<file path="src/rtl/scl_pkg.sv">
package scl_pkg;

    typedef enum logic [2:0] {
        ST_IDLE,
        ST_MARK,
        ST_PREP,
        ST_WGT,
        ST_OFS,
        ST_EMIT
    } seq_state_e;

    typedef enum logic [1:0] {
        MD_DOWN,
        MD_INTUP,
        MD_FRACUP,
        MD_SKIP
    } scl_mode_e;

endpackage

</file>
<file path="src/rtl/scl_div.sv">
// Restoring serial divider: one quotient bit per cycle, done pulses once.
module scl_div #(
    parameter int DVD_W = 15,
    parameter int DVS_W = 6
) (
    input  logic             clk,
    input  logic             rst_n,
    input  logic             start_i,
    input  logic [DVD_W-1:0] dividend_i,
    input  logic [DVS_W-1:0] divisor_i,
    output logic             done_o,
    output logic [DVD_W-1:0] quot_o,
    output logic [DVS_W-1:0] rem_o
);
    localparam int CNT_W = $clog2(DVD_W + 1);

    typedef struct packed {
        logic             busy;
        logic             done;
        logic [CNT_W-1:0] cnt;
        logic [DVS_W-1:0] dvs;
        logic [DVS_W-1:0] rem;
        logic [DVD_W-1:0] quo;
    } div_reg_t;

    div_reg_t q, d;
    logic [DVS_W:0] trial;
    logic [DVS_W:0] dvs_ext;
    logic           ge;

    always_comb begin
        d       = q;
        d.done  = 1'b0;
        trial   = {q.rem, q.quo[DVD_W-1]};
        dvs_ext = {1'b0, q.dvs};
        ge      = (trial >= dvs_ext);
        if (start_i) begin
            d.busy = 1'b1;
            d.cnt  = '0;
            d.dvs  = divisor_i;
            d.rem  = '0;
            d.quo  = dividend_i;
        end else if (q.busy) begin
            d.quo = {q.quo[DVD_W-2:0], ge};
            d.rem = ge ? DVS_W'(trial - dvs_ext) : trial[DVS_W-1:0];
            d.cnt = q.cnt + 1'b1;
            if (q.cnt == CNT_W'(DVD_W - 1)) begin
                d.busy = 1'b0;
                d.done = 1'b1;
            end
        end
    end

    always_ff @(posedge clk) begin
        if (!rst_n) begin
            q <= '0;
        end else begin
            q <= d;
        end
    end

    assign done_o = q.done;
    assign quot_o = q.quo;
    assign rem_o  = q.rem;

    // a completed remainder is always below the divisor
    p_div_rem_r3: assert property (@(posedge clk) disable iff (!rst_n)
        done_o |-> (rem_o < q.dvs));

    // the divider is never started with a zero divisor
    p_div_nz_r3: assert property (@(posedge clk) disable iff (!rst_n)
        start_i |-> (divisor_i != '0));

endmodule

</file>
<file path="src/rtl/scl_mode_dec.sv">
// Classifies a ratio into one of the sequencing modes.
module scl_mode_dec
    import scl_pkg::*;
#(
    parameter int NUM_W = 5,
    parameter int DEN_W = 5
) (
    input  logic [NUM_W-1:0] num_i,
    input  logic [DEN_W-1:0] den_i,
    output scl_mode_e        mode_o
);
    localparam int CW = (NUM_W > DEN_W) ? NUM_W : DEN_W;

    logic [CW-1:0] n_e;
    logic [CW-1:0] d_e;

    always_comb begin
        n_e = CW'(num_i);
        d_e = CW'(den_i);
        if (n_e == '0 || d_e == '0 || n_e == d_e) begin
            mode_o = MD_SKIP;
        end else if (n_e < d_e) begin
            mode_o = MD_DOWN;
        end else if ((n_e % d_e) == '0) begin
            mode_o = MD_INTUP;
        end else begin
            mode_o = MD_FRACUP;
        end
    end

endmodule

</file>
<file path="src/rtl/scl_phase_seq.sv">
// Emits a table-start marker followed by num phase entries for one axis.
module scl_phase_seq
    import scl_pkg::*;
#(
    parameter int NUM_W  = 5,
    parameter int DEN_W  = 5,
    parameter int FRAC_W = 9
) (
    input  logic                        clk,
    input  logic                        rst_n,
    input  logic                        cmd_valid,
    output logic                        cmd_ready,
    input  logic [NUM_W-1:0]            cmd_num,
    input  logic [DEN_W-1:0]            cmd_den,
    output logic                        out_valid,
    input  logic                        out_ready,
    output logic [FRAC_W+DEN_W+2:0]     out_word
);
    localparam int WT_W   = FRAC_W + 1;
    localparam int ADV_W  = DEN_W + 1;
    localparam int WORD_W = WT_W + ADV_W + 1;
    localparam int DVS_W  = NUM_W + 1;
    localparam int CW     = (NUM_W > DEN_W) ? NUM_W : DEN_W;
    localparam int OFS_W  = ((DVS_W > DEN_W + 1) ? DVS_W : DEN_W + 1) + 1;
    localparam int DVD_W  = (DVS_W + FRAC_W > OFS_W) ? DVS_W + FRAC_W : OFS_W;
    localparam logic [WT_W-1:0] ONE = WT_W'(1) << FRAC_W;

    typedef struct packed {
        seq_state_e       st;
        scl_mode_e        mode;
        logic [NUM_W-1:0] num;
        logic [DEN_W-1:0] den;
        logic [NUM_W-1:0] idx;
        logic [NUM_W-1:0] acc;
        logic [DVS_W-1:0] r;
        logic [WT_W-1:0]  wt;
        logic [ADV_W-1:0] adv;
    } seq_reg_t;

    seq_reg_t q, d;

    scl_mode_e        dec_mode;
    logic             div_start;
    logic [DVD_W-1:0] div_dvd;
    logic [DVS_W-1:0] div_dvs;
    logic             div_done;
    logic [DVD_W-1:0] div_quot;
    logic [DVS_W-1:0] div_rem;
    logic             div_hi_unused;

    logic [DVS_W-1:0] two_num;
    logic [DVS_W-1:0] num_ext;
    logic [CW:0]      frac_sum;
    logic             at_last;
    logic             next_last;

    scl_mode_dec #(
        .NUM_W (NUM_W),
        .DEN_W (DEN_W)
    ) u_mode_dec (
        .num_i  (cmd_num),
        .den_i  (cmd_den),
        .mode_o (dec_mode)
    );

    scl_div #(
        .DVD_W (DVD_W),
        .DVS_W (DVS_W)
    ) u_div (
        .clk        (clk),
        .rst_n      (rst_n),
        .start_i    (div_start),
        .dividend_i (div_dvd),
        .divisor_i  (div_dvs),
        .done_o     (div_done),
        .quot_o     (div_quot),
        .rem_o      (div_rem)
    );

    assign div_hi_unused = ^div_quot[DVD_W-1:WT_W];

    always_comb begin
        d         = q;
        div_start = 1'b0;
        div_dvd   = '0;
        div_dvs   = '0;
        two_num   = {q.num, 1'b0};
        num_ext   = {1'b0, q.num};
        frac_sum  = (CW + 1)'(q.acc) + (CW + 1)'(q.den);
        at_last   = ({1'b0, q.idx} == ({1'b0, q.num} - (NUM_W + 1)'(1)));
        next_last = (({1'b0, q.idx} + (NUM_W + 1)'(1)) ==
                     ({1'b0, q.num} - (NUM_W + 1)'(1)));

        unique case (q.st)
            ST_IDLE: begin
                if (cmd_valid) begin
                    d.num  = cmd_num;
                    d.den  = cmd_den;
                    d.mode = dec_mode;
                    d.idx  = '0;
                    d.acc  = '0;
                    d.r    = '0;
                    d.st   = (dec_mode == MD_SKIP) ? ST_IDLE : ST_MARK;
                end
            end
            ST_MARK: begin
                if (out_ready) begin
                    unique case (q.mode)
                        MD_DOWN: begin
                            // initial fold of (den - num) into the 2*num window
                            div_start = 1'b1;
                            div_dvd   = DVD_W'(q.den) - DVD_W'(q.num);
                            div_dvs   = two_num;
                            d.st      = ST_PREP;
                        end
                        MD_FRACUP: begin
                            div_start = 1'b1;
                            div_dvd   = DVD_W'(q.acc) << FRAC_W;
                            div_dvs   = num_ext;
                            d.st      = ST_WGT;
                        end
                        MD_INTUP: begin
                            d.wt  = ONE;
                            d.adv = ADV_W'(q.num == NUM_W'(1));
                            d.st  = ST_EMIT;
                        end
                        default: d.st = ST_IDLE;
                    endcase
                end
            end
            ST_PREP: begin
                if (div_done) begin
                    d.r       = div_rem;
                    div_start = 1'b1;
                    div_dvd   = DVD_W'(div_rem) << FRAC_W;
                    div_dvs   = two_num;
                    d.st      = ST_WGT;
                end
            end
            ST_WGT: begin
                if (div_done) begin
                    d.wt = ONE - div_quot[WT_W-1:0];
                    if (q.mode == MD_DOWN) begin
                        div_start = 1'b1;
                        div_dvd   = DVD_W'(q.r) + (DVD_W'(q.den) << 1);
                        div_dvs   = two_num;
                        d.st      = ST_OFS;
                    end else begin
                        if (frac_sum >= (CW + 1)'(q.num)) begin
                            d.adv = ADV_W'(1);
                            d.acc = NUM_W'(frac_sum - (CW + 1)'(q.num));
                        end else begin
                            d.adv = '0;
                            d.acc = NUM_W'(frac_sum);
                        end
                        d.st = ST_EMIT;
                    end
                end
            end
            ST_OFS: begin
                if (div_done) begin
                    d.adv = div_quot[ADV_W-1:0];
                    d.r   = div_rem;
                    d.st  = ST_EMIT;
                end
            end
            ST_EMIT: begin
                if (out_ready) begin
                    if (at_last) begin
                        d.st = ST_IDLE;
                    end else begin
                        d.idx = q.idx + 1'b1;
                        unique case (q.mode)
                            MD_DOWN: begin
                                div_start = 1'b1;
                                div_dvd   = DVD_W'(q.r) << FRAC_W;
                                div_dvs   = two_num;
                                d.st      = ST_WGT;
                            end
                            MD_FRACUP: begin
                                div_start = 1'b1;
                                div_dvd   = DVD_W'(q.acc) << FRAC_W;
                                div_dvs   = num_ext;
                                d.st      = ST_WGT;
                            end
                            default: begin
                                d.wt  = ONE;
                                d.adv = ADV_W'(next_last);
                            end
                        endcase
                    end
                end
            end
            default: d.st = ST_IDLE;
        endcase
    end

    always_ff @(posedge clk) begin
        if (!rst_n) begin
            q.st   <= ST_IDLE;
            q.mode <= MD_SKIP;
            q.num  <= '0;
            q.den  <= '0;
            q.idx  <= '0;
            q.acc  <= '0;
            q.r    <= '0;
            q.wt   <= '0;
            q.adv  <= '0;
        end else begin
            q <= d;
        end
    end

    assign cmd_ready = (q.st == ST_IDLE);
    assign out_valid = (q.st == ST_MARK) || (q.st == ST_EMIT);
    assign out_word  = (q.st == ST_MARK) ? {WORD_W{1'b1}}
                                         : {q.wt, q.adv, (q.mode == MD_DOWN)};

    // an offered word is held while the consumer stalls
    p_hold_r7: assert property (@(posedge clk) disable iff (!rst_n)
        (out_valid && !out_ready) |=> (out_valid && $stable(out_word)));

    // the entry index never passes the table length
    p_idx_range_r2: assert property (@(posedge clk) disable iff (!rst_n)
        (q.st != ST_IDLE) |-> (q.idx < q.num));

    // integer upscale entries are always full weight
    p_int_weight_r4: assert property (@(posedge clk) disable iff (!rst_n)
        (q.st == ST_EMIT && q.mode == MD_INTUP) |-> (out_word[WORD_W-1 -: WT_W] == ONE));

    // fractional position stays below num
    p_frac_acc_r5: assert property (@(posedge clk) disable iff (!rst_n)
        (q.st != ST_IDLE && q.mode == MD_FRACUP) |-> (q.acc < q.num));

    // downscale residue stays inside its 2*num window
    p_down_rem_r3: assert property (@(posedge clk) disable iff (!rst_n)
        (q.st == ST_EMIT && q.mode == MD_DOWN) |-> (q.r < two_num));

    // entry weights never exceed one whole pixel
    p_weight_max_r3: assert property (@(posedge clk) disable iff (!rst_n)
        (q.st == ST_EMIT) |-> (q.wt <= ONE));

    // an identity or empty ratio leaves the sequencer ready
    p_skip_r6: assert property (@(posedge clk) disable iff (!rst_n)
        (cmd_valid && cmd_ready && dec_mode == MD_SKIP) |=> (cmd_ready && !out_valid));

endmodule

</file>
<file path="config.mk">
export PLATFORM = sky130hd
export DESIGN_NAME = scl_phase_seq
export DESIGN_NICKNAME = d
export VERILOG_FILES = /design/src/rtl/scl_pkg.sv /design/src/rtl/scl_div.sv /design/src/rtl/scl_mode_dec.sv /design/src/rtl/scl_phase_seq.sv
export SDC_FILE = /design/constraint.sdc
export NUM_CORES = 1
export LEC_CHECK = 0
export ABC_AREA = 0
export BUFFER_PORTS_ARGS = -buffer_cell sky130_fd_sc_hd__buf_2
export CAP_MARGIN = 20
export CORE_MARGIN = 2
export CORE_UTILIZATION = 40
export DETAILED_ROUTE_END_ITERATION = 8
export PLACE_DENSITY = 0.65
export SKIP_CTS_REPAIR_TIMING = 1
export SLEW_MARGIN = 0
export SYNTH_ARGS = -nofsm -noshare
export SYNTH_HDL_FRONTEND = slang
export SYNTH_SLANG_ARGS = --single-unit
</file>
<file path="constraint.sdc">
create_clock -name clk -period 5.8 [get_ports clk]
set_input_delay 0.87 -clock clk [delete_from_list [all_inputs] [get_ports clk]]
set_output_delay 0.87 -clock clk [all_outputs]
set_load 0.005 [all_outputs]
</file>
Word level (Yosys, flattened, before mapping)
Cells that the tools add are included.
{ "word_totals": {"ff_bits": 80, "elab_cells": 148, "input_bits": 14, "output_inout_bits": 19} }
{ "classes": {"reduce_logical": 25, "n_mux": 67, "eq_ne": 25, "div_mod_pow": 1, "add_sub_neg": 10, "magnitude_cmp": 3, "n_bitwise": 2} }
{ "op_table": {"columns": ["cell", "n"], "rows": [
  ["16-bit 2-to-1 mux", 6],
  ["15-bit 2-to-1 mux", 6],
  ["6-bit 2-to-1 mux", 11],
  ["15-bit one-hot mux with 2 select lines", 2],
  ["15-bit one-hot mux with 4 select lines", 1],
  ["6-bit one-hot mux with 4 select lines", 2],
  ["31-bit 2-to-1 mux", 1],
  ["10-bit one-hot mux with 3 select lines", 1],
  ["5-bit 2-to-1 mux", 5],
  ["6-bit one-hot mux with 2 select lines", 2],
  ["3-bit 2-to-1 mux", 7],
  ["5-bit one-hot mux with 2 select lines", 2],
  ["3-bit one-hot mux with 6 select lines", 1],
  ["17-bit 2-to-1 mux", 1],
  ["5-bit logical NOT", 3],
  ["7-bit 2-to-1 mux", 2],
  ["7-bit AND reduction", 2],
  ["2-bit inequality test (second input constant)", 6],
  ["1-bit 2-to-1 mux", 11],
  ["2-bit by 1-bit inequality test with 1-bit output (second input constant)", 5],
  ["10-bit subtractor (first input constant)", 1],
  ["3-bit one-hot mux with 3 select lines", 1],
  ["9-bit AND reduction", 1],
  ["2-bit 2-to-1 mux", 4],
  ["37 further kinds", 49]
]} }

Longest topological paths before layout
Gate-level depths: netlist (run 1).
{ "logic_depth": {"word_depth": 9, "depth_mapped": 28, "mapped_depth_nobuf": 28} }

Hierarchy
A second synthesis (run 1) with hierarchy kept.
{ "hier_totals": {"hier_cells": 848, "area_unflattened_um2": 6776.5} }
{ "by_module_without_submodules": {"columns": ["mod", "area_per_inst_um2", "n_inst", "cells_per_inst"], "rows": [
  ["scl_phase_seq", 3902.5, 1, 500],
  ["scl_div", 1911.8, 1, 223],
  ["scl_mode_dec", 962.2, 1, 125]
]} }

Worst setup path after synthesis (run 1)
OpenSTA, ideal clock, no wires.
{ "synth_path": {"kind": "input port to flip-flop", "startpoint": "in cmd_den[1]", "endpoint": "reg q[43] (netlist bit)", "path_slack_ps": -179, "n_path_buf": 0, "setup_ps": 114, "arrival_time_ps": 5865, "path_stages": 23, "path_cell_list": "nor4_1 a21oi_1 a21oi_1 ha_1 nor4b_1 o31ai_1 and3_1 ha_1 nor2_1 a2111oi_4 mux2i_1 ha_1 nand2b_1 o2bb2ai_1 a211oi_2 mux2_2 ha_1 o21a_1 nor2_1 a21oi_1 a211o_1 o31a_1 a21o_1"} }
{ "synth_between": {"elab_chain_cells": 5, "word_cells_on_any_way": 10, "classes_between": "div: 1; order compare: 1; eq/ne: 1; mux: 3; reduce/logical: 4"} }
{ "synth_rtl": {"columns": ["element", "line", "source"], "rows": [
  ["start, declared", "scl_phase_seq.sv:14", "input logic [DEN_W-1:0] cmd_den,"],
  ["5-bit by 5-bit remainder unit with 5-bit output", "scl_mode_dec.sv:24", "end else if ((n_e % d_e) == '0) begin"],
  ["5-bit logical NOT", "scl_mode_dec.sv:24", null],
  ["2-bit 2-to-1 mux", "scl_mode_dec.sv:24", null],
  ["2-bit 2-to-1 mux", "scl_mode_dec.sv:22", "end else if (n_e < d_e) begin"],
  ["2-bit 2-to-1 mux *", "scl_mode_dec.sv:20", "if (n_e == '0 || d_e == '0 || n_e == d_e) begin"],
  ["end, declared", "scl_phase_seq.sv:40", "seq_reg_t q, d;"]
]} }
Mark *: on every way between the ends. The rest lies on a longest branch, timed or not.
A chain may end at the register's enable or synchronous reset.

Worst setup path after layout (run 1)
Same ends and word-level chain as after synthesis.

==> results.py, run 1 <==
metrics = {
    "drt": {
        "antenna_left": 0,
        "routedWlPerCell_um": 15.4,
        "drt-initial-drc-count": 313,
        "dr.pass1.iters": 5,
        "dr_total_vias": 5457,
        "wl_mm": 15.2,
        "remaining_drc_errors": 0,
        "viasPerCell": 5.52,
    },
    "sta": {
        "rsz0062_at_grt": "yes",
        "maxSlewHeadroom_pct": 38.1,
        "skew_ns": 0.00558,
        "fmax_mhz": 174,
        "fin_crit_ns": 5.75,
        "tns_ns": 0,
        "worst_pin_slew_ns": 0.922,
        "finalHoldViolCount": 0,
        "finalCritPeriodShare_pct": 99.1,
        "drv_slew": 0,
        "report.final.setup_viol": 0,
    },
    "placed_design": {
        "io_buffers": 32,
        "dp_hpwl_mm": 11.0,
        "gp_congestion": 0.859,
        "dp_cells": 969,
    },
    "cts": {
        "path_clk_slew_ns": 0.06,
        "clock-sinks": 80,
        "cts_buffers": 9,
        "cts_tree": "done",
        "htree_levels": 3,
        "clk-insertion-delay-late_ns": 0.34,
        "cts_root_buf": "clkbuf_16",
        "clockBufferDepth": 2,
    },
    "worst_setup_path": {
        "start_kind": "input port",
        "path_class": "input port to register",
        "reg2reg_setup_slack_ns": 2.34,
        "crit_path_end": "q[43]$_SDFFE_PN1P_",
        "critPathArrivalTime_ns": 5.99,
        "crit_fanout": 6,
        "r2r_cells": 13,
        "startpoint": "cmd_den[1]",
        "r2r-start": "q[32]$_SDFFE_PN0P_",
        "crit_required_ns": 6.04,
        "end_kind": "register",
        "regToRegEndpoint": "q[25]$_SDFFE_PN0P_",
    },
    "logic_synthesis": {
        "synth_cells": 758,
        "synth_seq_cells": 80,
        "async_flop_share_pct": 0,
        "seq_area_frac_synth_pct": 25.9,
        "synth_area_mm2": 0.00619,
        "syn_nets": 834,
        "synth.most_common_cell": "dfxtp_1",
        "netlist_top_cells_count": "dfxtp_1, nand2_1, ha_1",
        "yosys.area.top_type": "dfxtp_1",
        "synth_top_area_share_pct": 25.9,
        "yosysWarnings": 0,
        "synth.distinct_cells": 74,
        "synth_ff_type": "dfxtp_1",
        "synth_area_leaders": "dfxtp_1, ha_1, nand2_1",
        "synth_edf_count": 0,
        "post_synth.cell_area_avg_um2": 8.17,
    },
    "floorplan": {
        "die_w_um": 128,
        "core_mm2": 0.0151,
        "dieArea_mm2": 0.0165,
        "initial_utilization_pct": 40.9,
        "die_height_um": 128,
        "row_count": 45,
        "io_pins": 33,
    },
    "outcome": {
        "status": "finished clean",
    },
    "finish": {
        "fillers": 1476,
        "diodes": 0,
        "instances_no_fill": 988,
        "drive_gt1_share_pct": 16.6,
        "syn2layout_area_growth_pct": 14.3,
        "num-nets-final": 871,
    },
    "global_routing": {
        "grt_pass1_vias": 5177,
        "gr-total-overflow": 0,
        "grt_max_degree": 42,
        "grt_usage_pct": 18.7,
        "grt_first_pass_wirelength_mm": 25.0,
        "antenna_found_initial": 0,
    },
    "power_and_ir_drop": {
        "clockPowerShare_pct": 25.1,
        "swShare_pct": 38.0,
        "netSwitchingPower_w": 0.000809,
        "pwr-share-seq_pct": 31.1,
        "leakage_nw": 2.87,
        "p_per_area_mw_per_mm2": 300,
        "ir_worst_vdd_v": 0.000125,
        "power.internal_w": 0.00132,
        "p_comb_share_pct": 43.8,
    },
    "hold_path": {
        "hold_path_depth": 2,
        "holdCritPathClass": "register to register",
    },
    "job": {
        "cap_viol_max_count": 0,
    },
}
[metrics by stage]
step           cell area, um2  setup slack (ns)  hold slack [ns]  total power [W]  util (%)
6_report                 7080            0.0538            0.446          0.00213      46.7
4_1_cts                  6920            0.0488            0.450          0.00211      45.7
2_1_floorplan            6210            0.0877            0.426          0.00132         -
5_1_grt                  7080            -0.177            0.476          0.00228      46.7
3_5_place_dp             6640            -0.284            0.443          0.00157      43.8
3_3_place_gp             6640            -0.199            0.437          0.00157      43.8
[state kept, by name, summed over array words and instances, names as in the netlist]
register       count
num_ext            5
u_div.dvs_ext      6
u_div.rem_o        6
q                 42
u_div.q            5
u_div.done_o       1
u_div.quot_o      15
[final cells by class]
| cell class | count | area (um2) | area share, % |
|---|---|---|---|
| clock buffers | 12 | 246 | 3.48 |
| multi-input cells | 587 | 4340 | 61.3 |
| well taps | 188 | 235 | 3.32 |
| flip-flops and latches | 80 | 1600 | 22.6 |
| clock inverters | 4 | 30.0 | 0.424 |
| repair buffers | 66 | 432 | 6.10 |
| inverters | 51 | 191 | 2.70 |
[worst min path at each step]
stage                                  start            endpoint  slack (ns)
after floorplan           q[12]$_SDFFE_PN0P_  q[12]$_SDFFE_PN0P_        0.43
after global placement    q[12]$_SDFFE_PN0P_  q[12]$_SDFFE_PN0P_        0.44
after detailed placement   q[2]$_SDFFE_PN0P_   q[2]$_SDFFE_PN0P_        0.44
after CTS                 q[12]$_SDFFE_PN0P_  q[12]$_SDFFE_PN0P_        0.45
after global routing       q[4]$_SDFFE_PN0P_   q[4]$_SDFFE_PN0P_        0.48
final                     q[12]$_SDFFE_PN0P_  q[12]$_SDFFE_PN0P_        0.45
[power by group through the flow]
stage               combinational [W]  sequential (W)  clock, W
finish                       0.000931        0.000662  0.000533
global route                  0.00105        0.000671  0.000568
CTS                          0.000905        0.000662  0.000540
detailed placement           0.000898        0.000674         0
global placement             0.000893        0.000674         0
floorplan                    0.000698        0.000619         0
[routing by layer]
metal	up-vias	part of all wire, %	GRT usage [%]
met2	89	49	32.4
met3	28	2.8	2.66
li1	2768	-	-
met1	2572	46	24.1
met5	-	0	0
met4	0	2.1	6.08
[logic make-up (layout without fill, tap and decap cells)]
logic type | after synthesis | in the layout | share of synthesized area, %
buffers and inverters | 91 | 133 | 6.28
adders and majority gates | 62 | 62 | 13.3
muxes | 26 | 26 | 4.34
xor gates and xnor gates | 40 | 40 | 5.90
AOI/OAI and AO/OA | 198 | 198 | 22.6
DFF | 80 | 80 | 25.9
and+or+nand+nor | 261 | 261 | 21.7
[placed cells by master (no fill, tap or decap), drive strengths merged, types with 10 or more instances in the layout]
master,netlist,final
inv,51,51
and3,11,11
a21oi,46,46
or2,16,16
nor2b,21,21
a22oi,10,10
xor2,20,20
o21a,14,14
or3,10,10
dfxtp,80,80
nand3,27,27
a21o,10,10
xnor2,19,19
ha,56,56
mux2i,19,19
clkbuf,26,12
nand2,71,71
nor2,55,55
a21boi,23,23
buf,14,66
o21ai,33,33
[critical path, stage by stage]
cell and delay [ns]:
buf_8 0.10, nor4_4 0.30, a21oi_1 0.10, a21oi_1 0.15, ha_1 0.30, o21a_1 0.13
o31ai_1 0.23, and3_4 0.24, ha_4 0.13, buf_4 0.12, nor2_4 0.04, a2111oi_4 0.35
buf_4 0.21, mux2i_4 0.24, inv_2 0.06, ha_4 0.27, nor2_1 0.07, a211oi_4 0.34
buf_4 0.18, mux2i_1 0.17, ha_1 0.28, a311oi_1 0.28, a21oi_1 0.13, a211o_1 0.24
o31a_1 0.28, a21o_1 0.16
(Power assumes the default switching activity.)
==> run 2: changes to the inputs <==
--- a/config.mk
+++ b/config.mk
@@ -12,6 +12,7 @@
 export CORE_UTILIZATION = 40
 export DETAILED_ROUTE_END_ITERATION = 8
 export PLACE_DENSITY = 0.65
+export RECOVER_POWER = 25
 export SKIP_CTS_REPAIR_TIMING = 1
 export SLEW_MARGIN = 0
 export SYNTH_ARGS = -nofsm -noshare
==> results.py, run 2 (synthesis results as in run 1) <==
metrics = {
    "cts": {
        "cts_tree": "done",
        "cts_root_buf": "clkbuf_16",
        "clock-sinks": 80,
        "clockBufferDepth": 2,
        "clk-insertion-delay-late_ns": 0.34,
        "cts_buffers": 9,
        "htree_levels": 3,
        "path_clk_slew_ns": 0.06,
    },
    "finish": {
        "drive_gt1_share_pct": 16.1,
        "diodes": 0,
        "fillers": 1478,
        "layout_commonest_cell": "dfxtp_1",
        "mostFrequentLayoutCells": "dfxtp_1, nand2_1, nor2_1, ha_1, inv_1",
        "num-nets-final": 871,
        "syn2layout_area_growth_pct": 13.9,
        "regMostFlops": "q",
        "instances_no_fill": 988,
        "ff_latch_area_mm2": 0.00160,
        "final_area_mm2": 0.00706,
        "largest_reg_flops": 42,
        "multiInputGateArea_mm2": 0.00433,
    },
    "global_routing": {
        "grt_usage_pct": 18.7,
        "gr-total-overflow": 0,
        "grt_first_pass_wirelength_mm": 25.0,
        "antenna_found_initial": 0,
        "grt_pass1_vias": 5177,
        "grt_max_degree": 42,
    },
    "floorplan": {
        "dieArea_mm2": 0.0165,
        "row_count": 45,
        "die_height_um": 128,
        "io_pins": 33,
        "initial_utilization_pct": 40.9,
        "die_w_um": 128,
        "core_mm2": 0.0151,
    },
    "worst_setup_path": {
        "path_class": "input port to register",
        "crit_required_ns": 6.04,
        "end_kind": "register",
        "critPathArrivalTime_ns": 5.99,
        "reg2reg_setup_slack_ns": 2.33,
        "r2r_cells": 13,
        "crit_fanout": 6,
        "start_kind": "input port",
        "regToRegEndpoint": "q[25]$_SDFFE_PN0P_",
        "r2r-start": "q[32]$_SDFFE_PN0P_",
    },
    "power_and_ir_drop": {
        "ir_worst_vdd_v": 0.000125,
        "leakage_nw": 2.86,
        "p_per_area_mw_per_mm2": 301,
    },
    "job": {
        "cap_viol_max_count": 0,
    },
    "placed_design": {
        "dp_cells": 969,
        "dp_hpwl_mm": 11.0,
        "pre_cts_slack_ns": -0.284,
        "io_buffers": 32,
        "gp_congestion": 0.859,
        "place_area_mm2": 0.00664,
    },
    "sta": {
        "fin_ws_ns": 0.0518,
        "finalHoldViolCount": 0,
        "maxSlewHeadroom_pct": 38.6,
        "finalCritPeriodShare_pct": 99.1,
        "drv_slew": 0,
        "fin_crit_ns": 5.75,
        "report.final.setup_viol": 0,
        "rsz0062_at_grt": "yes",
        "worst_pin_slew_ns": 0.914,
        "fmax_mhz": 174,
        "skew_ns": 0.00570,
    },
    "drt": {
        "viasPerCell": 5.49,
        "drt-initial-drc-count": 316,
        "dr_total_vias": 5429,
        "routedWlPerCell_um": 15.4,
        "remaining_drc_errors": 0,
        "wl_mm": 15.2,
        "antenna_left": 0,
        "dr.pass1.iters": 4,
    },
    "hold_path": {
        "hold_path_depth": 2,
        "holdCritPathClass": "register to register",
        "worstHoldStart": "q[12]$_SDFFE_PN0P_",
        "min_to": "q[12]$_SDFFE_PN0P_",
    },
    "outcome": {
        "status": "finished clean",
    },
}
[run 2: worst max-delay path: stages]
cell and delay (ns):
buf_8 0.10, nor4_4 0.30, a21oi_1 0.10, a21oi_1 0.15
ha_1 0.30, o21a_1 0.13, o31ai_1 0.23, and3_4 0.24
ha_4 0.13, buf_4 0.12, nor2_4 0.04, a2111oi_4 0.35
buf_4 0.21, mux2i_4 0.24, inv_2 0.06, ha_4 0.27
nor2_1 0.07, a211oi_4 0.34, buf_4 0.18, mux2i_1 0.17
ha_1 0.28, a311oi_1 0.28, a21oi_1 0.13, a211o_1 0.24
o31a_1 0.28, a21o_1 0.16
[run 2: stage by stage]
step	setup TNS (ns)	power, W	hold slack [ns]	utilization [%]
final	0	0.00212	0.447	46.6
after global routing	-0.334	0.00228	0.476	46.6
after CTS	0	0.00211	0.450	45.7
after detailed placement	-0.556	0.00157	0.443	43.8
after global placement	-0.373	0.00157	0.437	43.8
after floorplan	0	0.00132	0.426	-
[run 2: worst max path at each step]
| stage | from | cells after the start | end | slack, ns |
|---|---|---|---|---|
| global route | cmd_den[1] | 26 | q[43]$_SDFFE_PN1P_ | -0.18 |
| floorplan | cmd_den[1] | 23 | q[43]$_SDFFE_PN1P_ | 0.09 |
| global placement | cmd_den[1] | 24 | q[43]$_SDFFE_PN1P_ | -0.20 |
| finish | cmd_den[1] | 26 | q[43]$_SDFFE_PN1P_ | 0.05 |
| CTS | cmd_den[1] | 24 | q[43]$_SDFFE_PN1P_ | 0.05 |
| detailed placement | cmd_den[1] | 24 | q[43]$_SDFFE_PN1P_ | -0.28 |
[run 2: layout make-up]
cell class / count / area share [%]
inverter: 51 / 2.71
tap: 188 / 3.33
timing repair buffer: 66 / 6.03
clock buffer: 12 / 3.49
clock inverter: 4 / 0.426
multi-input combinational: 587 / 61.3
sequential: 80 / 22.7
[run 2: layer usage]
layer	track usage, %	up-vias	part of all wire, %
met4	6.08	0	2.2
met1	24.1	2538	46
met2	32.4	100	49
li1	-	2762	-
met5	0	-	0
met3	2.66	29	2.9
[run 2: power by group]
group          internal [W]  total, W  switching [W]
registers          0.000585  0.000662      0.0000768
logic              0.000425  0.000926       0.000501
clock network      0.000302  0.000534       0.000232
==> run 3: changes to the inputs <==
--- a/config.mk
+++ b/config.mk
@@ -6,7 +6,7 @@
 export NUM_CORES = 1
 export LEC_CHECK = 0
 export ABC_AREA = 0
-export BUFFER_PORTS_ARGS = -buffer_cell sky130_fd_sc_hd__buf_2
+export BUFFER_PORTS_ARGS = -buffer_cell sky130_fd_sc_hd__buf_4
 export CAP_MARGIN = 20
 export CORE_MARGIN = 2
 export CORE_UTILIZATION = 40
==> results.py, run 3 (synthesis results as in run 1) <==
metrics = {
    "drt": {
        "antenna_left": 0,
        "wl_mm": 15.1,
        "dr.pass1.iters": 5,
        "viasPerCell": 5.47,
        "remaining_drc_errors": 0,
        "drt-initial-drc-count": 234,
        "dr_total_vias": 5384,
        "routedWlPerCell_um": 15.4,
    },
    "finish": {
        "drive_gt1_share_pct": 15.6,
        "num-nets-final": 870,
        "largest_reg_flops": 42,
        "final_area_mm2": 0.00707,
        "finalCoreUtilization_pct": 46.7,
        "diodes": 0,
        "regMostFlops": "q",
        "syn2layout_area_growth_pct": 14.2,
        "mostFrequentLayoutCells": "dfxtp_1, nand2_1, buf_4, nor2_1, ha_1",
        "layout_commonest_cell": "dfxtp_1",
    },
    "global_routing": {
        "gr-total-overflow": 0,
        "grt_pass1_vias": 5206,
        "met1_usage_pct": 24.2,
        "grt_first_pass_wirelength_mm": 25.2,
        "grt_max_degree": 66,
        "grt_busiest_layer": "met2",
        "use_met2_pct": 33.1,
        "grt_usage_pct": 18.8,
        "use_met3_pct": 2.66,
        "antenna_found_initial": 0,
    },
    "placed_design": {
        "io_buffers": 32,
        "gp_congestion": 0.885,
        "dp_hpwl_mm": 10.9,
        "place_area_mm2": 0.00671,
    },
    "cts": {
        "cts_root_buf": "clkbuf_16",
        "clockBufferDepth": 2,
        "cts_tree": "done",
        "cts_buffers": 9,
        "clock-sinks": 80,
        "path_clk_slew_ns": 0.06,
        "htree_levels": 3,
        "clk-insertion-delay-late_ns": 0.34,
    },
    "floorplan": {
        "die_w_um": 128,
        "io_pins": 33,
        "dieArea_mm2": 0.0165,
        "initial_utilization_pct": 40.9,
        "core_mm2": 0.0151,
        "die_height_um": 128,
        "row_count": 45,
    },
    "worst_setup_path": {
        "crit_required_ns": 6.03,
        "path_class": "input port to register",
        "crit_fanout": 6,
        "max_stage_delay_ns": 0.48,
        "cp_common_cell": "a21oi_1",
        "crit_family": "compound AO/OA/AOI/OAI gates",
        "end_kind": "register",
        "cp_slowest_cell": "a2111oi_4",
        "critPathArrivalTime_ns": 5.96,
        "path_cells": "buf_4 -> nor4_4 -> a21oi_1 -> a21oi_1 -> ha_1 -> a21oi_1 -> nor2_1 -> o22a_1 -> ha_4 -> o21ai_2 -> a2111oi_4 -> mux2i_1 -> ha_1 -> a41oi_2 -> a211oi_4 -> buf_4 -> mux2i_1 -> ha_1 -> a311oi_1 -> a21oi_1 -> a211o_1 -> o31a_1 -> a21o_1",
        "start_kind": "input port",
        "critPathBufInv": 2,
    },
    "power_and_ir_drop": {
        "finalPower_w": 0.00220,
        "p_per_area_mw_per_mm2": 310,
        "ir_worst_vdd_v": 0.000129,
        "leakage_nw": 2.89,
    },
    "sta": {
        "fin_hold_ws_ns": 0.450,
        "drv_slew": 0,
        "tns_ns": 0,
        "skew_ns": 0.00603,
        "report.final.setup_viol": 0,
        "rsz0062_at_grt": "yes",
        "fmax_mhz": 174,
        "worst_pin_slew_ns": 0.938,
        "fin_crit_ns": 5.73,
        "maxSlewHeadroom_pct": 37.0,
        "finalHoldViolCount": 0,
        "finalCritPeriodShare_pct": 98.8,
    },
    "hold_path": {
        "holdCritPathClass": "register to register",
    },
    "outcome": {
        "status": "finished clean",
    },
    "job": {
        "cap_viol_max_count": 0,
    },
}
-- run 3: area by class of cell --
cell class	count	area (um2)
Timing Repair Buffer	65	484
Inverter	51	191
Clock inverter	3	42.5
Sequential cell	80	1600
Tap cell	188	235
Clock buffer	11	253
Fill cell	1505	8080
Multi-Input combinational cell	587	4260
-- run 3: final timing paths --
kind,start,endpoint,slack (ns),depth (start not counted)
worst min-delay path,q[1]$_SDFFE_PN0P_,q[1]$_SDFFE_PN0P_,0.45,2
worst min register to register,q[1]$_SDFFE_PN0P_,q[1]$_SDFFE_PN0P_,0.45,2
worst max-delay path,cmd_den[3],q[43]$_SDFFE_PN1P_,0.07,23
worst max register to register,q[32]$_SDFFE_PN0P_,q[25]$_SDFFE_PN0P_,2.30,13
-- run 3: metal layers --
layer / part of all wire (%) / wire length, um
met1: 46 / 6920
met2: 49 / 7480
met3: 3.8 / 569
met4: 1.0 / 157
met5: 0 / 0
-- run 3: per-stage QoR --
step                      setup WS, ns  std cells
after detailed placement        -0.266        968
after global placement          -0.144        968
final                           0.0692        985
after floorplan                 0.0877        758
after CTS                       0.0580        982
after global routing            -0.197        985
-- run 3: worst reg2reg max path, cell delays in order, from the launching register on --
cell and delay, ns:
dfxtp_1 0.37, ha_1 0.23, fa_1 0.41, a21o_1 0.18
a21oi_1 0.16, xor2_1 0.19, inv_1 0.06, ha_1 0.17
a211oi_1 0.17, o21ai_0 0.16, a21oi_1 0.62, mux2_2 0.41
a22oi_1 0.18, nor2b_1 0.06
-- run 3: power by group --
| group | switching [W] | total [W] | leakage (nW) | internal (W) |
|---|---|---|---|---|
| clock | 0.000218 | 0.000570 | 0.143 | 0.000351 |
| sequential | 0.0000787 | 0.000664 | 0.647 | 0.000585 |
| combinational | 0.000501 | 0.000962 | 2.10 | 0.000461 |
